===== src/rtl/rx100_pkg.sv =====
package rx100_pkg;

   typedef enum logic [1:0] {
      ST_HUNT,
      ST_SSD2,
      ST_BODY,
      ST_ESD2
   } rx_state_e;

   typedef enum logic [2:0] {
      CG_DATA,
      CG_J,
      CG_K,
      CG_T,
      CG_R,
      CG_IDLE,
      CG_BAD
   } cg_class_e;

   localparam logic [4:0] CODE_J    = 5'b11000;
   localparam logic [4:0] CODE_K    = 5'b10001;
   localparam logic [4:0] CODE_T    = 5'b01101;
   localparam logic [4:0] CODE_R    = 5'b00111;
   localparam logic [4:0] CODE_IDLE = 5'b11111;

   function automatic logic [4:0] data_code(input int unsigned n);
      logic [4:0] c;
      case (n)
         0:  c = 5'b11110;
         1:  c = 5'b01001;
         2:  c = 5'b10100;
         3:  c = 5'b10101;
         4:  c = 5'b01010;
         5:  c = 5'b01011;
         6:  c = 5'b01110;
         7:  c = 5'b01111;
         8:  c = 5'b10010;
         9:  c = 5'b10011;
         10: c = 5'b10110;
         11: c = 5'b10111;
         12: c = 5'b11010;
         13: c = 5'b11011;
         14: c = 5'b11100;
         default: c = 5'b11101;
      endcase
      return c;
   endfunction

endpackage


===== src/rtl/rx100_cg_classify.sv =====
module rx100_cg_classify
   import rx100_pkg::*;
#(
   parameter int SYM_W = 5,
   parameter int NIB_W = 4
)(
   input  logic [SYM_W-1:0] sym,
   output cg_class_e        cls,
   output logic [NIB_W-1:0] nib
);
   localparam int N_DATA = 1 << NIB_W;

   initial begin
      if (SYM_W != 5) $error("rx100_cg_classify: SYM_W must be 5");
      if (NIB_W != 4) $error("rx100_cg_classify: NIB_W must be 4");
   end

   logic [N_DATA-1:0] hit;

   genvar gi;
   generate
      for (gi = 0; gi < N_DATA; gi++) begin : g_match
         assign hit[gi] = (sym == data_code(gi));
      end
   endgenerate

   always_comb begin
      nib = '0;
      for (int i = 0; i < N_DATA; i++) begin
         if (hit[i]) nib = NIB_W'(i);
      end
   end

   always_comb begin
      if (|hit)                   cls = CG_DATA;
      else if (sym == CODE_J)     cls = CG_J;
      else if (sym == CODE_K)     cls = CG_K;
      else if (sym == CODE_T)     cls = CG_T;
      else if (sym == CODE_R)     cls = CG_R;
      else if (sym == CODE_IDLE)  cls = CG_IDLE;
      else                        cls = CG_BAD;
   end

   AST_DATA_UNIQUE: assert final ($onehot0(hit));

endmodule


===== src/rtl/rx100_stream_ctl.sv =====
module rx100_stream_ctl
   import rx100_pkg::*;
#(
   parameter int               NIB_W       = 4,
   parameter logic [NIB_W-1:0] PRE_NIB     = 4'b0101,
   parameter logic [NIB_W-1:0] SSD_ERR_NIB = 4'b1110,
   parameter int               ERR_NIB_SEL = 0
)(
   input  logic             clk,
   input  logic             rst_n,
   input  logic             strobe,
   input  cg_class_e        cls,
   input  logic [NIB_W-1:0] dec_nib,
   input  logic [NIB_W-1:0] raw_low,
   output logic             nxt_dv,
   output logic             nxt_er,
   output logic [NIB_W-1:0] nxt_nib,
   output rx_state_e        state
);
   initial begin
      if (ERR_NIB_SEL < 0 || ERR_NIB_SEL > 1)
         $error("rx100_stream_ctl: ERR_NIB_SEL must be 0 or 1");
   end

   logic [NIB_W-1:0] junk_nib;

   generate
      if (ERR_NIB_SEL == 1) begin : g_err_raw
         assign junk_nib = raw_low;
      end else begin : g_err_zero
         assign junk_nib = '0;
      end
   endgenerate

   rx_state_e state_n;

   always_comb begin
      state_n = state;
      nxt_dv  = 1'b0;
      nxt_er  = 1'b0;
      nxt_nib = '0;
      unique case (state)
         ST_HUNT: begin
            if (cls == CG_J) begin
               state_n = ST_SSD2;
            end else if (cls != CG_IDLE) begin
               nxt_er  = 1'b1;
               nxt_nib = SSD_ERR_NIB;
            end
         end
         ST_SSD2: begin
            if (cls == CG_K) begin
               state_n = ST_BODY;
               nxt_dv  = 1'b1;
               nxt_nib = PRE_NIB;
            end else begin
               state_n = ST_HUNT;
               nxt_er  = 1'b1;
               nxt_nib = SSD_ERR_NIB;
            end
         end
         ST_BODY: begin
            if (cls == CG_DATA) begin
               nxt_dv  = 1'b1;
               nxt_nib = dec_nib;
            end else if (cls == CG_T) begin
               state_n = ST_ESD2;
            end else if (cls == CG_IDLE) begin
               state_n = ST_HUNT;
               nxt_dv  = 1'b1;
               nxt_er  = 1'b1;
               nxt_nib = junk_nib;
            end else begin
               nxt_dv  = 1'b1;
               nxt_er  = 1'b1;
               nxt_nib = junk_nib;
            end
         end
         ST_ESD2: begin
            state_n = ST_HUNT;
            if (cls != CG_R) nxt_er = 1'b1;
         end
         default: state_n = ST_HUNT;
      endcase
   end

   always_ff @(posedge clk) begin
      if (!rst_n)      state <= ST_HUNT;
      else if (strobe) state <= state_n;
   end

   AST_ESD_EXIT: assert property (@(posedge clk) disable iff (!rst_n)
      (strobe && state == ST_ESD2) |=> state == ST_HUNT);

   AST_IDLE_ABORT: assert property (@(posedge clk) disable iff (!rst_n)
      (strobe && state == ST_BODY && cls == CG_IDLE) |=> state == ST_HUNT);

endmodule


===== src/rtl/rx100_mii_out.sv =====
module rx100_mii_out #(
   parameter int NIB_W = 4
)(
   input  logic             clk,
   input  logic             rst_n,
   input  logic             load,
   input  logic             d_dv,
   input  logic             d_er,
   input  logic [NIB_W-1:0] d_nib,
   output logic             q_dv,
   output logic             q_er,
   output logic [NIB_W-1:0] q_nib
);
   always_ff @(posedge clk) begin
      if (!rst_n) begin
         q_dv  <= 1'b0;
         q_er  <= 1'b0;
         q_nib <= '0;
      end else if (load) begin
         q_dv  <= d_dv;
         q_er  <= d_er;
         q_nib <= d_nib;
      end
   end
endmodule


===== src/rtl/rx100_symbol_decoder.sv =====
module rx100_symbol_decoder
   import rx100_pkg::*;
#(
   parameter int SYM_W       = 5,
   parameter int NIB_W       = 4,
   parameter int ERR_NIB_SEL = 0
)(
   input  logic             clk,
   input  logic             rst_n,
   input  logic             sym_vld,
   input  logic [SYM_W-1:0] sym_in,
   output logic [NIB_W-1:0] rx_nib,
   output logic             rx_dv,
   output logic             rx_er
);
   localparam logic [NIB_W-1:0] PRE_NIB     = NIB_W'(4'b0101);
   localparam logic [NIB_W-1:0] SSD_ERR_NIB = NIB_W'(4'b1110);

   initial begin
      if (SYM_W != NIB_W + 1) $error("rx100_symbol_decoder: SYM_W must be NIB_W+1");
   end

   cg_class_e        cls;
   logic [NIB_W-1:0] dec_nib;
   logic             nxt_dv, nxt_er;
   logic [NIB_W-1:0] nxt_nib;
   rx_state_e        state;

   rx100_cg_classify #(.SYM_W(SYM_W), .NIB_W(NIB_W)) u_cls (
      .sym (sym_in),
      .cls (cls),
      .nib (dec_nib)
   );

   rx100_stream_ctl #(
      .NIB_W       (NIB_W),
      .PRE_NIB     (PRE_NIB),
      .SSD_ERR_NIB (SSD_ERR_NIB),
      .ERR_NIB_SEL (ERR_NIB_SEL)
   ) u_ctl (
      .clk     (clk),
      .rst_n   (rst_n),
      .strobe  (sym_vld),
      .cls     (cls),
      .dec_nib (dec_nib),
      .raw_low (sym_in[NIB_W-1:0]),
      .nxt_dv  (nxt_dv),
      .nxt_er  (nxt_er),
      .nxt_nib (nxt_nib),
      .state   (state)
   );

   rx100_mii_out #(.NIB_W(NIB_W)) u_out (
      .clk   (clk),
      .rst_n (rst_n),
      .load  (sym_vld),
      .d_dv  (nxt_dv),
      .d_er  (nxt_er),
      .d_nib (nxt_nib),
      .q_dv  (rx_dv),
      .q_er  (rx_er),
      .q_nib (rx_nib)
   );

   AST_HOLD_NO_STROBE: assert property (@(posedge clk) disable iff (!rst_n)
      !sym_vld |=> $stable({rx_dv, rx_er, rx_nib}));

   AST_DV_RISE_PREAMBLE: assert property (@(posedge clk) disable iff (!rst_n)
      $rose(rx_dv) |-> (rx_nib == PRE_NIB && !rx_er));

   AST_BAD_SSD: assert property (@(posedge clk) disable iff (!rst_n)
      (sym_vld && state == ST_SSD2 && sym_in != CODE_K)
         |=> (rx_er && !rx_dv && rx_nib == SSD_ERR_NIB));

   AST_ESD_CLEAN: assert property (@(posedge clk) disable iff (!rst_n)
      (sym_vld && state == ST_ESD2 && sym_in == CODE_R) |=> (!rx_dv && !rx_er));

endmodule


===== config.mk =====
export PLATFORM = sky130hd
export DESIGN_NAME = rx100_symbol_decoder
export DESIGN_NICKNAME = d
export VERILOG_FILES = /design/src/rtl/rx100_pkg.sv /design/src/rtl/rx100_cg_classify.sv /design/src/rtl/rx100_stream_ctl.sv /design/src/rtl/rx100_mii_out.sv /design/src/rtl/rx100_symbol_decoder.sv
export SDC_FILE = /design/constraint.sdc
export NUM_CORES = 1
export LEC_CHECK = 0
export CAP_MARGIN = 25
export CORE_ASPECT_RATIO = 0.8
export CORE_MARGIN = 3
export CORE_UTILIZATION = 30
export CTS_CLUSTER_SIZE = 12
export DETAILED_ROUTE_END_ITERATION = 7
export DONT_BUFFER_PORTS = 1
export GPL_ROUTABILITY_DRIVEN = 0
export GPL_TIMING_DRIVEN = 0
export PLACE_DENSITY_LB_ADDON = 0.05
export SYNTH_ARGS = -nofsm -noshare
export SYNTH_HDL_FRONTEND = slang
export SYNTH_SLANG_ARGS = --single-unit
export TNS_END_PERCENT = 100

===== constraint.sdc =====
create_clock -name clk -period 1.8 [get_ports clk]
set_clock_uncertainty 0.15 [all_clocks]
set_input_delay 0.36 -clock clk [delete_from_list [all_inputs] [get_ports clk]]
set_output_delay 0.36 -clock clk [all_outputs]
set_load 0.01 [all_outputs]

## After elaboration in Yosys (flattened, before gate mapping)

Cells that the tools add are included.

| operators by class | value |
|---|---|
| equal/unequal tests | 33 |
| muxes and demuxes | 42 |
| reductions and logical operators | 4 |

Operator list:

| kind | count |
|---|---|
| $eq 5x5->1 const B | 14 |
| $mux 4 | 12 |
| $eq 5x4->1 const B | 6 |
| $mux 3 | 9 |
| $mux 2 | 8 |
| $reduce_or 16->1 | 1 |
| $pmux 4 s3 | 1 |
| $mux 1 | 9 |
| $pmux 2 s4 | 1 |
| $eq 3x2->1 const B | 2 |
| $ne 3x3->1 const B | 2 |
| $eq 5x3->1 const B | 1 |
| $eq 2x2->1 const B | 2 |
| $pmux 1 s4 | 1 |
| $reduce_and 4->1 | 1 |
| $eq 3x1->1 const B | 1 |
| $eq 3x3->1 const B | 1 |
| $logic_not 3->1 | 1 |
| $ne 3x1->1 const B | 1 |
| $eq 2x1->1 const B | 1 |
| $logic_not 2->1 | 1 |
| $ne 2x1->1 const B | 1 |
| $ne 2x2->1 const B | 1 |
| $pmux 1 s2 | 1 |

| storage, ports and cells | value |
|---|---|
| bits in registers | 8 |
| input port bits | 8 |
| output and inout bits | 6 |

## Logic depth before layout (Yosys ltp)

| depth | value |
|---|---|
| word-level depth | 18 |
| gate-level depth with buffers | 7 |
| gate-level depth less buffers | 7 |

## Hierarchy

A second synthesis with hierarchy kept.

| unflattened totals | value |
|---|---|
| cell total of the unflattened synthesis | 106 |
| area, all modules | 862.1 µm² |

Modules (own cells, without submodules):

| module | times used | cells each | area each (µm²) |
|---|---|---|---|
| rx100_stream_ctl | 1 | 52 | 386.6 |
| rx100_cg_classify | 1 | 35 | 246.5 |
| rx100_mii_out | 1 | 19 | 229.0 |

## Least setup slack after synthesis

Ideal clock, no wire load.

| path | value |
|---|---|
| path type | input -> register |
| start point | input sym_in[4] |
| end point | register u_ctl.state[1] |
| setup time | 116 ps |
| arrival time | 1683 ps |
| data required time | 1534 ps |
| slack | -149 ps |
| stages | 6 |
| path buffers | 1 |
| cells stage by stage | buf_2 > xor2_1 > or3_4 > a2111oi_4 > a211oi_1 > a41o_1 |

| on the way | value |
|---|---|
| longest elaborated chain between the ends | 11 |
| elaborated cells between the ends (all ways) | 41 |
| those cells by class | eq/ne: 28; mux: 10; reduce/logical: 3 |

RTL lines:

| element | line | source |
|---|---|---|
| from (decl) | rx100_symbol_decoder.sv:11 | `input logic [SYM_W-1:0] sym_in,` |
| $eq 5x5->1 | rx100_cg_classify.sv:40 | `else if (sym == CODE_IDLE) cls = CG_IDLE;` |
| $mux 2 | rx100_cg_classify.sv:40 |  |
| $mux 3 | rx100_cg_classify.sv:39 | `else if (sym == CODE_R) cls = CG_R;` |
| $mux 3 | rx100_cg_classify.sv:38 | `else if (sym == CODE_T) cls = CG_T;` |
| $mux 3 | rx100_cg_classify.sv:37 | `else if (sym == CODE_K) cls = CG_K;` |
| $mux 3 | rx100_cg_classify.sv:36 | `else if (sym == CODE_J) cls = CG_J;` |
| $mux 3 * | rx100_cg_classify.sv:35 | `if (\|hit) cls = CG_DATA;` |
| $eq 3x2->1 | rx100_stream_ctl.sv:66 | `end else if (cls == CG_T) begin` |
| $mux 2 | rx100_stream_ctl.sv:66 |  |
| $mux 2 | rx100_stream_ctl.sv:63 | `if (cls == CG_DATA) begin` |
| $pmux 2 s4 | rx100_stream_ctl.sv:42 | `unique case (state)` |
| to (signal assigned) | rx100_stream_ctl.sv:89 | `else if (strobe) state <= state_n;` |
| to (decl) | rx100_stream_ctl.sv:18 | `output rx_state_e state` |

Mark *: on every way between the ends. The rest lies on a longest branch, timed or not. The select of a mux whose other input is x is not followed.
A chain may end at the register's enable or synchronous reset.

## Worst setup path in the final report

| path | value |
|---|---|
| start point | register u_ctl.state[0] |
| end point | register u_ctl.state[1] |

| on the way | value |
|---|---|
| longest elaborated chain between the ends | 3 |
| elaborated cells between the ends (all ways) | 9 |
| those cells by class | eq/ne: 6; mux: 1; reduce/logical: 2 |

RTL lines:

| element | line |
|---|---|
| $eq 2x2->1 or $logic_not 2->1 (tied branches) | rx100_stream_ctl.sv:42 |
| $ne 3x1->1 (no line), or another cell as far along | n/a |
| $reduce_and 4->1 (no line) | n/a |

Several ways; a longest one is shown, not always the timed one.

==> flow_metrics.py <==
metrics = {
    "sta": {
        "rsz0062_at_grt": "true",
        "drv_slew": 0,
        "worst_slew_pin_slew_ns": 0.371,
        "hold_viol_final": 0,
        "finalCritPeriodShare": 0.950,
        "min_period_ns": 1.71,
        "slew_headroom": 0.750,
        "fmax_mhz": 585,
        "report.final.setup_viol": 0,
    },
    "logic_synthesis": {
        "synth_edf_count": 0,
        "synth.distinct_cells": 44,
        "yosysMostFrequentCell": "dfxtp_1",
        "synth_cells": 101,
        "synthTopCellsByArea": "dfxtp_1, ha_1, o21ai_0",
        "synth_nets": 115,
        "synth_top_area_share": 0.200,
        "ys_ff_latch": 8,
        "syn_area_um2": 800,
        "syn_avg_cell_area_um2": 7.92,
        "netlist_top_cells_count": "dfxtp_1, o21ai_0",
        "yosysSeqAreaShare": 0.200,
        "synth_largest_area_cell": "dfxtp_1",
        "synthFlopType": "dfxtp_1",
        "yosysWarningCount": 0,
        "async_flop_share": 0,
    },
    "power": {
        "leakage_uw": 0.000396,
        "max-vdd-ir-drop_v": 0.000315,
        "p_total_uw": 462,
        "powerDensity_mw_per_mm2": 438,
    },
    "drt": {
        "wirelength_um": 2070,
        "drt_iter0_markers": 26,
        "wire_per_inst_um": 14.2,
        "firstDrtPassIters": 4,
        "ant_nets": 0,
        "avgViaCountPerCell": 5.32,
        "route.vias.total": 777,
        "drc": 0,
    },
    "global_routing": {
        "antenna_found_initial": 0,
        "grt_pass1_wl_um": 3460,
        "grt_max_degree": 11,
        "grt_pass1_vias": 753,
        "grt_overflow": 0,
        "grt_util_all_layers": 0.134,
    },
    "worst_hold_path": {
        "hp-class": "in -> reg",
        "holdPathStages": 1,
    },
    "cells_and_area": {
        "post-route-util": 0.425,
        "antenna_cells": 0,
        "drive_gt1_frac": 0.345,
        "multi_input_area_um2": 668,
        "syn2layout_area_growth_pct": 31.9,
        "regArea_um2": 168,
        "fill_cells": 262,
        "fin_nets": 126,
    },
    "floorplan": {
        "dieArea_mm2": 0.00332,
        "start_util": 0.322,
        "io_pins": 14,
        "die_h_um": 52.2,
        "die_x_um": 63.7,
        "core-area_mm2": 0.00248,
        "rows": 16,
    },
    "cts": {
        "clock_sinks": 8,
        "clk_latency_ns": 0.25,
        "clk_path_buf_depth": 2,
        "clk_pin_slew_ns": 0.05,
        "htree_levels": 1,
        "ctsHoldBuffers": 0,
        "cts_buffers": 3,
        "cts_root_buf": "clkbuf_4",
        "cts_tree": "yes",
    },
    "setup_path": {
        "end_kind": "register",
        "cp.required_ns": 1.84,
        "cp-start-kind": "register",
        "arrival_ns": 1.75,
        "reg2reg_depth": 6,
        "cp_max_fo": 4,
        "worstSetupPathType": "reg -> reg",
    },
    "flow_run": {
        "cap_violations": 0,
    },
    "placement": {
        "port_buffers": 0,
        "hpwlAfterDp_um": 1510,
    },
    "status": {
        "status": "complete, no violations",
    },
}
[where the power goes]
part           leakage [uW]  internal (uW)  switching, uW  total, uW
clock             0.0000138           76.3           60.6        137
combinational      0.000315           58.1           73.7        132
sequential        0.0000673            184           9.44        193
total              0.000396            318            144        462
[final cells by class]
cell class,instances,share of cell area
multi-input cells,78,0.633
well taps,36,0.0427
flip-flops and latches,8,0.159
repair buffers,6,0.0427
clock buffers,3,0.0214
inverters,7,0.0368
plain buffers,8,0.0641
[final timing paths]
kind / startpoint / to / slack (ns)
worst max-delay path: u_ctl.state[0]$_SDFFE_PN0P_ / u_ctl.state[1]$_SDFFE_PN0P_ / 0.09
worst min-delay path: rst_n / u_out.q_nib[2]$_SDFFE_PN0P_ / 0.08
worst max register to register: u_ctl.state[0]$_SDFFE_PN0P_ / u_ctl.state[1]$_SDFFE_PN0P_ / 0.09
worst min register to register: u_out.q_nib[3]$_SDFFE_PN0P_ / u_out.q_nib[3]$_SDFFE_PN0P_ / 0.38
[state kept, by name, indices dropped and copies added, names as in the netlist]
signal       count
u_ctl.state      2
u_out.q_dv       1
u_out.q_er       1
u_out.q_nib      4
[what timing repair did]
item,4_1_cts,5_1_grt
buffers inserted,4,2
resized for setup,19,10
hold endpoints to repair,0,0
endpoints found under the setup margin,3,4
gates cloned,0,0
pin swaps,6,6
[metrics by stage]
| stage | hold slack, ns | std cells | TNS, ns | setup WS (ns) | area (um^2) |
|---|---|---|---|---|---|
| 4_1_cts | 0.0712 | 144 | 0 | 0.00165 | 990 |
| 3_3_place_gp | 0.331 | 137 | -0.471 | -0.224 | 867 |
| 3_5_place_dp | 0.336 | 137 | -0.442 | -0.217 | 867 |
| 5_1_grt | 0.0575 | 146 | -0.0127 | -0.0127 | 1050 |
| 2_1_floorplan | 0.328 | 101 | -0.0857 | -0.0745 | 822 |
| 6_report | 0.0796 | 146 | 0 | 0.0908 | 1050 |
[metal layers]
layer / track usage / wire [um] / vias to the layer above
met5: 0 / 0 / -
met4: 0.0287 / 23 / 0
met3: 0.0579 / 96 / 4
met2: 0.196 / 951 / 19
met1: 0.181 / 994 / 361
li1: - / - / 393
[kinds of logic (layout without fill, tap and decap cells)]
kind of cell    after synthesis  count (layout)  synth area share
compound gates               33              33             0.300
xor+xnor                      5               5            0.0548
fa+ha+maj                     6               6            0.0939
buf+inv                      15              24             0.100
flops                         8               8             0.200
mux                           1               1            0.0141
simple gates                 33              33             0.236
[placed cells by master (no fill, tap or decap), types with 4 or more instances in the layout]
cell type and instances:
buf_4 8, o21ai_0 7, nand2_1 6, dfxtp_1 6, a21oi_1 5, nor2b_1 4, a31oi_1 4, nor2_1 4
[critical path: stages (launching register included)]
cell,delay [ns]
dfxtp_4,0.37
buf_4,0.12
ha_4,0.14
inv_1,0.04
or4_4,0.52
a21oi_2,0.14
a41o_1,0.17
Power figures use the tool's default switching activity.
